$ cat config.mk
export PLATFORM = sky130hd
export DESIGN_NAME = cart_bank_mapper
export DESIGN_NICKNAME = d
export VERILOG_FILES = /design/src/rtl/cart_map_pkg.sv /design/src/rtl/cart_reg_decode.sv /design/src/rtl/cart_bank_latch.sv /design/src/rtl/cart_prg_select.sv /design/src/rtl/cart_line_route.sv /design/src/rtl/cart_bank_mapper.sv
export SDC_FILE = /design/constraint.sdc
export NUM_CORES = 1
export LEC_CHECK = 0
export BUFFER_PORTS_ARGS = -buffer_cell sky130_fd_sc_hd__buf_2
export CAP_MARGIN = 25
export CORE_MARGIN = 2
export CORE_UTILIZATION = 28
export DETAILED_ROUTE_END_ITERATION = 12
export PLACE_DENSITY = 0.76
export SETUP_SLACK_MARGIN = 0.5
export SLEW_MARGIN = 20
export SYNTH_ARGS = -nofsm -noshare
export SYNTH_HDL_FRONTEND = slang
export SYNTH_SLANG_ARGS = --single-unit
$ cat constraint.sdc
create_clock -name clk -period 1 [get_ports clk]
set_clock_uncertainty 0.05 [all_clocks]
set_input_delay 0.2 -clock clk [delete_from_list [all_inputs] [get_ports clk]]
set_output_delay 0.2 -clock clk [all_outputs]
set_load 0.01 [all_outputs]
$ cat src/rtl/cart_map_pkg.sv
// Package: shared types for the cartridge bank mapper.
// Assumes: one load strobe per latch, at most one active at a time.
package cart_map_pkg;

    // One load strobe per bank latch, produced by the register decoder.
    typedef struct packed {
        logic win;   // window bank latch
        logic hi;    // high window bank latch
        logic irq;   // interrupt latch
    } reg_hit_t;

endpackage

$ cat src/rtl/cart_reg_decode.sv
// Module: cart_reg_decode
// Compares a CPU write against three latch addresses under a partial mask.
// Address bits that are clear in MASK are ignored, which creates mirrors.
// Assumes: a write is cpu_rw low while m2 is high; the latch addresses
// differ from one another in at least one masked bit.
module cart_reg_decode
    import cart_map_pkg::*;
#(
    parameter int              AW       = 16,
    parameter logic [AW-1:0]   MASK     = 16'hEC7F,
    parameter logic [AW-1:0]   ADDR_WIN = 16'h4027,
    parameter logic [AW-1:0]   ADDR_HI  = 16'h4020,
    parameter logic [AW-1:0]   ADDR_IRQ = 16'h4022
) (
    input  logic [AW-1:0] cpu_addr,
    input  logic          cpu_rw,
    input  logic          m2,
    output reg_hit_t      hit
);

    localparam logic [AW-1:0] KEY_WIN = ADDR_WIN & MASK;
    localparam logic [AW-1:0] KEY_HI  = ADDR_HI  & MASK;
    localparam logic [AW-1:0] KEY_IRQ = ADDR_IRQ & MASK;

    logic          wr_phase;
    logic [AW-1:0] key;

    // Qualify the bus cycle as a valid write and strip the ignored bits.
    always_comb begin
        wr_phase = m2 && !cpu_rw;
        key      = cpu_addr & MASK;
    end

    // One load strobe per latch.
    always_comb begin
        hit.win = wr_phase && (key == KEY_WIN);
        hit.hi  = wr_phase && (key == KEY_HI);
        hit.irq = wr_phase && (key == KEY_IRQ);
    end

endmodule

$ cat src/rtl/cart_bank_latch.sv
// Module: cart_bank_latch
// A W-bit storage latch with a synchronous active-low clear and a load enable.
// Assumes: load is a single-cycle or held strobe sampled on the clock edge.
module cart_bank_latch #(
    parameter int W = 1
) (
    input  logic         clk,
    input  logic         rst_n,
    input  logic         load,
    input  logic [W-1:0] d,
    output logic [W-1:0] q
);

    // Clear on reset, otherwise take d when loaded.
    always_ff @(posedge clk) begin
        if (!rst_n) begin
            q <= '0;
        end else if (load) begin
            q <= d;
        end
    end

endmodule

$ cat src/rtl/cart_prg_select.sv
// Module: cart_prg_select
// Chip selects, output enables and address lines for the two program ROMs.
// Assumes: the fixed ROM fills the upper half of the address space, and the
// window ROM occupies the 8K slice just below it.
module cart_prg_select #(
    parameter int AW = 16
) (
    input  logic          cpu_rw,
    input  logic          m2,
    input  logic [AW-1:0] cpu_addr,
    input  logic          win_bit,
    input  logic          hi_bit,
    input  logic          strap_wide,
    output logic          prg0_ce_n,
    output logic          prg0_oe_n,
    output logic [AW-2:0] prg0_addr,
    output logic          prg1_ce_n,
    output logic          prg1_oe_n,
    output logic [AW-2:0] prg1_addr
);

    localparam int LOW_W = AW - 3;   // address bits inside one 8K slice

    logic rd_phase;
    logic fix_sel;
    logic win_sel;

    // Region decode, qualified by a read with m2 high.
    always_comb begin
        rd_phase = m2 && cpu_rw;
        fix_sel  = rd_phase && cpu_addr[AW-1];
        win_sel  = rd_phase && (cpu_addr[AW-1:AW-3] == 3'b011);
    end

    // Active-low strobes for both ROMs.
    always_comb begin
        prg0_ce_n = !fix_sel;
        prg0_oe_n = !fix_sel;
        prg1_ce_n = !win_sel;
        prg1_oe_n = !win_sel;
    end

    // Fixed ROM address passes straight through; window ROM gets bank bits on top.
    always_comb begin
        prg0_addr = cpu_addr[AW-2:0];
        prg1_addr = {(strap_wide & hi_bit), win_bit, cpu_addr[LOW_W-1:0]};
    end

endmodule

$ cat src/rtl/cart_line_route.sv
// Module: cart_line_route
// Routes latch bits to the pattern bank line and the interrupt output,
// following the strap inputs.
// Assumes: straps are static in use, but any change takes effect at once.
module cart_line_route (
    input  logic win_bit,
    input  logic hi_bit,
    input  logic irq_bit,
    input  logic strap_chr_src,
    input  logic strap_irq_en,
    output logic chr_bank,
    output logic irq_n
);

    // Pick the bank source, and gate the interrupt latch onto an active-low pin.
    always_comb begin
        chr_bank = strap_chr_src ? hi_bit : win_bit;
        irq_n    = strap_irq_en ? !irq_bit : 1'b1;
    end

endmodule

$ cat src/rtl/cart_bank_mapper.sv
// Module: cart_bank_mapper (top)
// Cartridge mapper: one fixed 32K program ROM, one banked 8K window,
// three mirrored write-only latches, strap-selected routing, and a
// bus-conflict AND on the window latch.
// Assumes: clk is fast enough to sample every m2-high phase at least once.
module cart_bank_mapper
    import cart_map_pkg::*;
#(
    parameter int              AW          = 16,
    parameter int              DW          = 8,
    parameter logic [AW-1:0]   REG_MASK    = 16'hEC7F,
    parameter logic [AW-1:0]   ADDR_WIN    = 16'h4027,
    parameter logic [AW-1:0]   ADDR_HI     = 16'h4020,
    parameter logic [AW-1:0]   ADDR_IRQ    = 16'h4022,
    parameter int              WIN_BIT     = 0,
    parameter int              HI_BIT      = 0,
    parameter int              IRQ_BIT     = 1,
    parameter bit              CONFLICT_EN = 1'b1
) (
    input  logic          clk,
    input  logic          rst_n,
    input  logic [AW-1:0] cpu_addr,
    input  logic [DW-1:0] cpu_data,
    input  logic [DW-1:0] rom_data,
    input  logic          cpu_rw,
    input  logic          m2,
    input  logic          strap_wide,
    input  logic          strap_chr_src,
    input  logic          strap_irq_en,
    output logic          prg0_ce_n,
    output logic          prg0_oe_n,
    output logic [AW-2:0] prg0_addr,
    output logic          prg1_ce_n,
    output logic          prg1_oe_n,
    output logic [AW-2:0] prg1_addr,
    output logic          chr_bank,
    output logic          irq_n
);

    reg_hit_t hit;
    logic     win_d;
    logic     win_q;
    logic     hi_q;
    logic     irq_q;
    logic     unused_bus_bits;

    // Data bits not selected by the bit parameters carry no function.
    assign unused_bus_bits = ^{cpu_data, rom_data};

    cart_reg_decode #(
        .AW       (AW),
        .MASK     (REG_MASK),
        .ADDR_WIN (ADDR_WIN),
        .ADDR_HI  (ADDR_HI),
        .ADDR_IRQ (ADDR_IRQ)
    ) u_decode (
        .cpu_addr (cpu_addr),
        .cpu_rw   (cpu_rw),
        .m2       (m2),
        .hit      (hit)
    );

    // The window latch sees the wired AND of the CPU and ROM drivers when the
    // conflict model is enabled.
    generate
        if (CONFLICT_EN) begin : g_conflict
            assign win_d = cpu_data[WIN_BIT] & rom_data[WIN_BIT];
        end else begin : g_clean
            assign win_d = cpu_data[WIN_BIT];
        end
    endgenerate

    cart_bank_latch #(.W(1)) u_win_latch (
        .clk   (clk),
        .rst_n (rst_n),
        .load  (hit.win),
        .d     (win_d),
        .q     (win_q)
    );

    cart_bank_latch #(.W(1)) u_hi_latch (
        .clk   (clk),
        .rst_n (rst_n),
        .load  (hit.hi),
        .d     (cpu_data[HI_BIT]),
        .q     (hi_q)
    );

    cart_bank_latch #(.W(1)) u_irq_latch (
        .clk   (clk),
        .rst_n (rst_n),
        .load  (hit.irq),
        .d     (cpu_data[IRQ_BIT]),
        .q     (irq_q)
    );

    cart_prg_select #(.AW(AW)) u_prg (
        .cpu_rw     (cpu_rw),
        .m2         (m2),
        .cpu_addr   (cpu_addr),
        .win_bit    (win_q),
        .hi_bit     (hi_q),
        .strap_wide (strap_wide),
        .prg0_ce_n  (prg0_ce_n),
        .prg0_oe_n  (prg0_oe_n),
        .prg0_addr  (prg0_addr),
        .prg1_ce_n  (prg1_ce_n),
        .prg1_oe_n  (prg1_oe_n),
        .prg1_addr  (prg1_addr)
    );

    cart_line_route u_route (
        .win_bit       (win_q),
        .hi_bit        (hi_q),
        .irq_bit       (irq_q),
        .strap_chr_src (strap_chr_src),
        .strap_irq_en  (strap_irq_en),
        .chr_bank      (chr_bank),
        .irq_n         (irq_n)
    );

endmodule

==> flow_metrics.env, run 1 <==
export IMPL_status="complete, but fails checks"
export IMPL_violations="negative setup slack"
export IMPL_clock_latency_ns=0.23
export IMPL_yosys_warnings=0
export IMPL_synth_edff_count=0
export IMPL_cp_slowest_cell="dfxtp_2"
export IMPL_synth_fa_ha_area_share_pct=0
export IMPL_grt_pass1_wl_mm=2.08
export IMPL_synth_top_area_cell="buf_4"
export IMPL_hold_class="in -> reg"
export IMPL_path_max_fanout=2
export IMPL_critical_path_buf_inv_count=1
export IMPL_grt_util_all_layers_pct=14.3
export IMPL_drtIter0Drc=7
export IMPL_ys_top_cells_by_area="buf_4 (48%), dfxtp_1 (12%), mux2i_1 (6.1%)"
export IMPL_dieHeight_um=45.8
export IMPL_ys_seq_area_share_pct=12.3
export IMPL_layout_drive_gt1_share_pct=82.0
export IMPL_synth_top_flop_cell="dfxtp_1"
export IMPL_yosysTopAreaCellShare_pct=47.6
export IMPL_slew_headroom_pct=83.6
export IMPL_synth_xor_area_share_pct=0
export IMPL_grt_max_degree=7
export IMPL_slowest_delay_ns=0.31
export IMPL_grt_setup_unrepaired="true"
export IMPL_wire_per_inst_um=13.6
export IMPL_p_per_area_nw_per_um2=672
export IMPL_multi_input_area_um2=240
export IMPL_fmaxAchievable_mhz=850
export IMPL_diodes=0
export IMPL_synthCells=59
export IMPL_synthMuxAreaShare_pct=8.44
export IMPL_cts_max_level=1
export IMPL_power_mw=0.654
export IMPL_port_buffers=49
export IMPL_vias=506
export IMPL_routed_wl_mm=1.44
export IMPL_ir_worst_vdd_mv=0.344
export IMPL_cts_tree="built"
export IMPL_cp_cell_sequence="mux2_4 > buf_6"
export IMPL_required_ns=0.75
export IMPL_slew_viol_final=0
export IMPL_grt_pass1_vias=458
export IMPL_netlist_cell_type_count=14
export IMPL_fill_cells=132
export IMPL_setup_viol=3
export IMPL_synth_compound_area_share_pct=0
export IMPL_final_area_um2=973
export IMPL_die_width_um=45.8
export IMPL_startpoint_type="flip-flop"
export IMPL_final_core_util_pct=57.6
export IMPL_cp_end_kind="output port"
export IMPL_cts_root_buf="clkbuf_4"
export IMPL_grt_overflow=0
export IMPL_cap_violations=0
export IMPL_synthesis_area_um2=489
export IMPL_min_period_ns=1.18
export IMPL_cts_path_max_buffers=2
export IMPL_start_util_pct=29.0
export IMPL_vias_per_cell=4.77
export IMPL_rows=15
export IMPL_rr_worst_depth=3
export IMPL_clock_sinks=3
export IMPL_cp_depth=2
export IMPL_synth_top_family_by_area="buffers and inverters"
export IMPL_period_share_pct=118
export IMPL_first_pass_iters=4
export IMPL_pin_count=75
export IMPL_hold_violations=0
export IMPL_async_flop_share_pct=0
export IMPL_holdPathStages=3
export IMPL_antenna_found_initial=0
export IMPL_crit_arrival_ns=0.93
export IMPL_leakagePower_nw=0.469
export IMPL_syn_to_final_growth_pct=99.0
export IMPL_worst_slack_ns=-0.176
export IMPL_syn_nets=98
export IMPL_avgSynthCellArea_um2=8.29
export IMPL_dieArea_um2=2100
export IMPL_critical_path_top_delay_family="flip-flops"
export IMPL_cts_hold_buf=0
export IMPL_synth_commonest_cells="buf_4 (31), nand2_1 (6), nand4_1 (4)"
export IMPL_tightest_slew_ns=0.242
export IMPL_coreArea_um2=1690
export IMPL_synth_most_common_cell="buf_4"
export IMPL_crit_type="reg -> out"
export IMPL_cts_clk_slew_worst_paths_ns=0.04
export IMPL_drcViolationCount=0
export IMPL_antenna_left=0
export IMPL_gp_congestion=0.677
export IMPL_register_area_um2=63.8
export IMPL_synth_simple_area_share_pct=31.7
export IMPL_numCtsBuffers=3
export IMPL_placed_area_um2=593
export IMPL_final_net_count=129
export IMPL_dpl_hpwl_um=920
export IMPL_ys_ff_latch=3
[kinds of logic (layout without fill, tap and decap cells)]
logic type             Yosys count  in the layout
AND/OR/NAND/NOR                 21             21
multiplexers                     4              4
buffers and inverters           31             61
flip-flops                       3              3
[final timing paths]
path / from / endpoint / slack (ns)
setup / recovery: u_win_latch.q / chr_bank / -0.18
hold / removal: cpu_data[1] / u_irq_latch.q / 0.15
setup reg to reg: u_win_latch.q / u_win_latch.q / 0.29
hold reg to reg: u_hi_latch.q / u_hi_latch.q / 0.43
[power breakdown]
part | switching, mW | internal (mW) | total, mW
combinational | 0.111 | 0.208 | 0.319
sequential | 0.00000384 | 0.120 | 0.120
clock | 0.0651 | 0.150 | 0.215
total | 0.176 | 0.478 | 0.654
[stage by stage]
step	std cells	TNS [ns]	hold WS [ns]	worst slack, ns
after floorplan	59	0	0.281	0.0998
after global placement	100	-0.269	0.350	-0.0993
after detailed placement	100	-0.314	0.350	-0.118
after CTS	105	-0.281	0.149	-0.187
after global routing	106	-0.346	0.167	-0.213
final	106	-0.250	0.152	-0.176
[layer usage]
layer / track usage [%] / vias to the layer above / routed length (µm)
li1: - / 234 / -
met1: 14.1 / 237 / 518
met2: 24.8 / 33 / 722
met3: 5.56 / 2 / 181
met4: 8.57 / 0 / 21
met5: 0 / - / 0
[flip-flops by register name (all words and copies together), names as in the netlist]
register	count
u_win_latch.q	1
u_irq_latch.q	1
u_hi_latch.q	1
[worst reg2reg max path, cell delays in order, from the launching register on]
cell and delay, ns:
dfxtp_2 0.31, buf_4 0.13, nand2_1 0.05, mux2i_1 0.06
[cell type report]
type,instances,share of cell area [%]
clock buffer,4,2.70
multi-input combinational,25,24.7
sequential,3,6.56
tap,17,2.19
timing repair buffer,57,63.9
[timing repair]
item | CTS | global route
gates resized for setup | 69 | 0
buffers inserted | 1 | 1
hold endpoints to repair | 0 | 0
setup endpoints to repair | 31 | 31
pin swaps | 10 | 5
[layout by cell type (no fill, tap or decap), drive strengths merged, types with 2 or more instances in the layout]
master and count:
dfxtp 3, clkbuf 4, nor4bb 2, mux2i 3
buf 57, nand4 4, nand2 6, and4bb 2
nand3 2
No activity file was read; power rests on OpenSTA's default activity.
==> inputs of run 2 (changes only) <==
GPL_ROUTABILITY_DRIVEN = 0   (was default)
GPL_TIMING_DRIVEN = 0   (was default)
==> run 2 against run 1 <==
  * The run still ends with negative setup slack left
  * Fmax fell by 1.4%
  * Non-clock buffer count rose by 36
  * Total power is 29% higher
  * Register-to-register slack got worse by 0.02 ns
  * Design area is 45% higher
  * Via count rose by 30%
  * Sequential cell count did not move
  * Sequential share of layout area decreased by 2.0 points
==> flow_metrics.env, run 2 (same netlist as run 1, synthesis figures left out) <==
export IMPL_hold_violations=0
export IMPL_grt_pass1_vias=622
export IMPL_startpoint_type="flip-flop"
export IMPL_layout_drive_gt1_share_pct=88.0
export IMPL_cts_max_level=1
export IMPL_rr_worst_depth=3
export IMPL_worst_slack_ns=-0.193
export IMPL_antenna_left=0
export IMPL_port_buffers=57
export IMPL_setup_viol=4
export IMPL_slew_headroom_pct=85.2
export IMPL_fmaxAchievable_mhz=838
export IMPL_first_pass_iters=1
export IMPL_rows=15
export IMPL_final_area_um2=1420
export IMPL_wire_per_inst_um=16.3
export IMPL_final_common_cell="buf_6"
export IMPL_min_period_ns=1.19
export IMPL_period_share_pct=119
export IMPL_drtIter0Drc=0
export IMPL_wl_met2_mm=1.23
export IMPL_drt_met1_wl_um=784
export IMPL_grt_util_all_layers_pct=20.0
export IMPL_dieArea_um2=2100
export IMPL_clock_sinks=3
export IMPL_coreArea_um2=1690
export IMPL_slew_viol_final=0
export IMPL_placed_area_um2=933
export IMPL_dieHeight_um=45.8
export IMPL_leakagePower_nw=0.707
export IMPL_numCtsBuffers=3
export IMPL_crit_type="reg -> out"
export IMPL_power_frac_clock_pct=25.1
export IMPL_drcViolationCount=0
export IMPL_crit_arrival_ns=0.94
export IMPL_switching_share_pct=27.2
export IMPL_topRoutingLayerUsed="met4"
export IMPL_cts_clk_slew_worst_paths_ns=0.04
export IMPL_power_frac_comb_pct=60.7
export IMPL_place_ws_ns=-0.135
export IMPL_grt_overflow=0
export IMPL_vias=657
export IMPL_largestRegisters="u_hi_latch.q x1, u_irq_latch.q x1, u_win_latch.q x1"
export IMPL_worstHoldStart="cpu_data[1]"
export IMPL_required_ns=0.75
export IMPL_p_per_area_nw_per_um2=597
export IMPL_grt_max_degree=7
export IMPL_p_int_mw=0.615
export IMPL_die_width_um=45.8
export IMPL_start_util_pct=29.0
export IMPL_startpoint="u_hi_latch.q"
export IMPL_cts_path_max_buffers=2
export IMPL_diodes=0
export IMPL_p_seq_share_pct=14.2
export IMPL_pin_count=75
export IMPL_vias_per_cell=4.63
export IMPL_path_max_fanout=3
export IMPL_final_net_count=165
export IMPL_hold_ws_ns=0.157
export IMPL_ir_worst_vdd_mv=0.620
export IMPL_holdPathStages=3
export IMPL_syn_to_final_growth_pct=189
export IMPL_grt_pass1_wl_mm=2.95
export IMPL_switching_power_mw=0.229
export IMPL_route_met3_wl_um=238
export IMPL_final_cell_mix="buf_6 (67), buf_8 (10), buf_2 (9)"
export IMPL_antenna_found_initial=0
export IMPL_cap_violations=0
export IMPL_r2r_start="u_win_latch.q"
export IMPL_cts_root_buf="clkbuf_4"
export IMPL_hold_class="in -> reg"
export IMPL_cts_tree="built"
export IMPL_routed_wl_mm=2.32
export IMPL_cp_end_kind="output port"
export IMPL_status="complete, but fails checks"
export IMPL_clock_latency_ns=0.23
export IMPL_tightest_slew_ns=0.220
export IMPL_violations="negative setup slack"
export IMPL_grt_setup_unrepaired="true"
run 2: stage by stage:
step | cells | utilization, % | setup TNS, ns | total power, mW
after global placement | 133 | 55.3 | -0.339 | 0.433
after detailed placement | 133 | 55.3 | -0.427 | 0.439
final | 142 | 83.8 | -0.499 | 0.845
after floorplan | 59 | - | 0 | 0.303
after CTS | 142 | 80.8 | -0.392 | 0.817
after global routing | 142 | 83.8 | -0.673 | 0.895
run 2: final timing paths:
path / slack [ns] / endpoint
setup / recovery: -0.19 / chr_bank
hold / removal: 0.16 / u_irq_latch.q
setup reg to reg: 0.27 / u_win_latch.q
hold reg to reg: 0.45 / u_hi_latch.q
run 2: per-layer routing:
| layer | vias to the layer above | GRT usage (%) |
|---|---|---|
| met5 | - | 0 |
| met4 | 0 | 10.3 |
| met3 | 6 | 8.73 |
| met2 | 46 | 33.5 |
| met1 | 299 | 20.9 |
| li1 | 306 | - |
run 2: final cells by class:
| class | count | area, µm² |
|---|---|---|
| Buffer | 31 | 345 |
| Clock buffer | 4 | 26.3 |
| Fill cell | 85 | 274 |
| Multi-Input combinational cell | 25 | 264 |
| Sequential cell | 3 | 63.8 |
| Tap cell | 17 | 21.3 |
| Timing Repair Buffer | 62 | 694 |
run 2: power groups by stage:
stage          Combinational [mW]  Sequential (mW)  Clock [mW]
2_1_floorplan               0.180            0.122           0
3_3_place_gp                0.311            0.122           0
3_5_place_dp                0.317            0.122           0
4_1_cts                     0.475            0.120       0.222
5_1_grt                     0.538            0.120       0.238
6_report                    0.513            0.120       0.212
run 2: critical path: stages (launching register included):
cell	delay (ns)
dfxtp_2	0.32
mux2_4	0.27
buf_6	0.12
run 2: repair_timing:
item / CTS / global route
hold buffers: 0 / 0
endpoints found under the setup margin: 39 / 39
setup buffers: 5 / 0
pin swaps: 8 / 2
resized for setup: 75 / 9
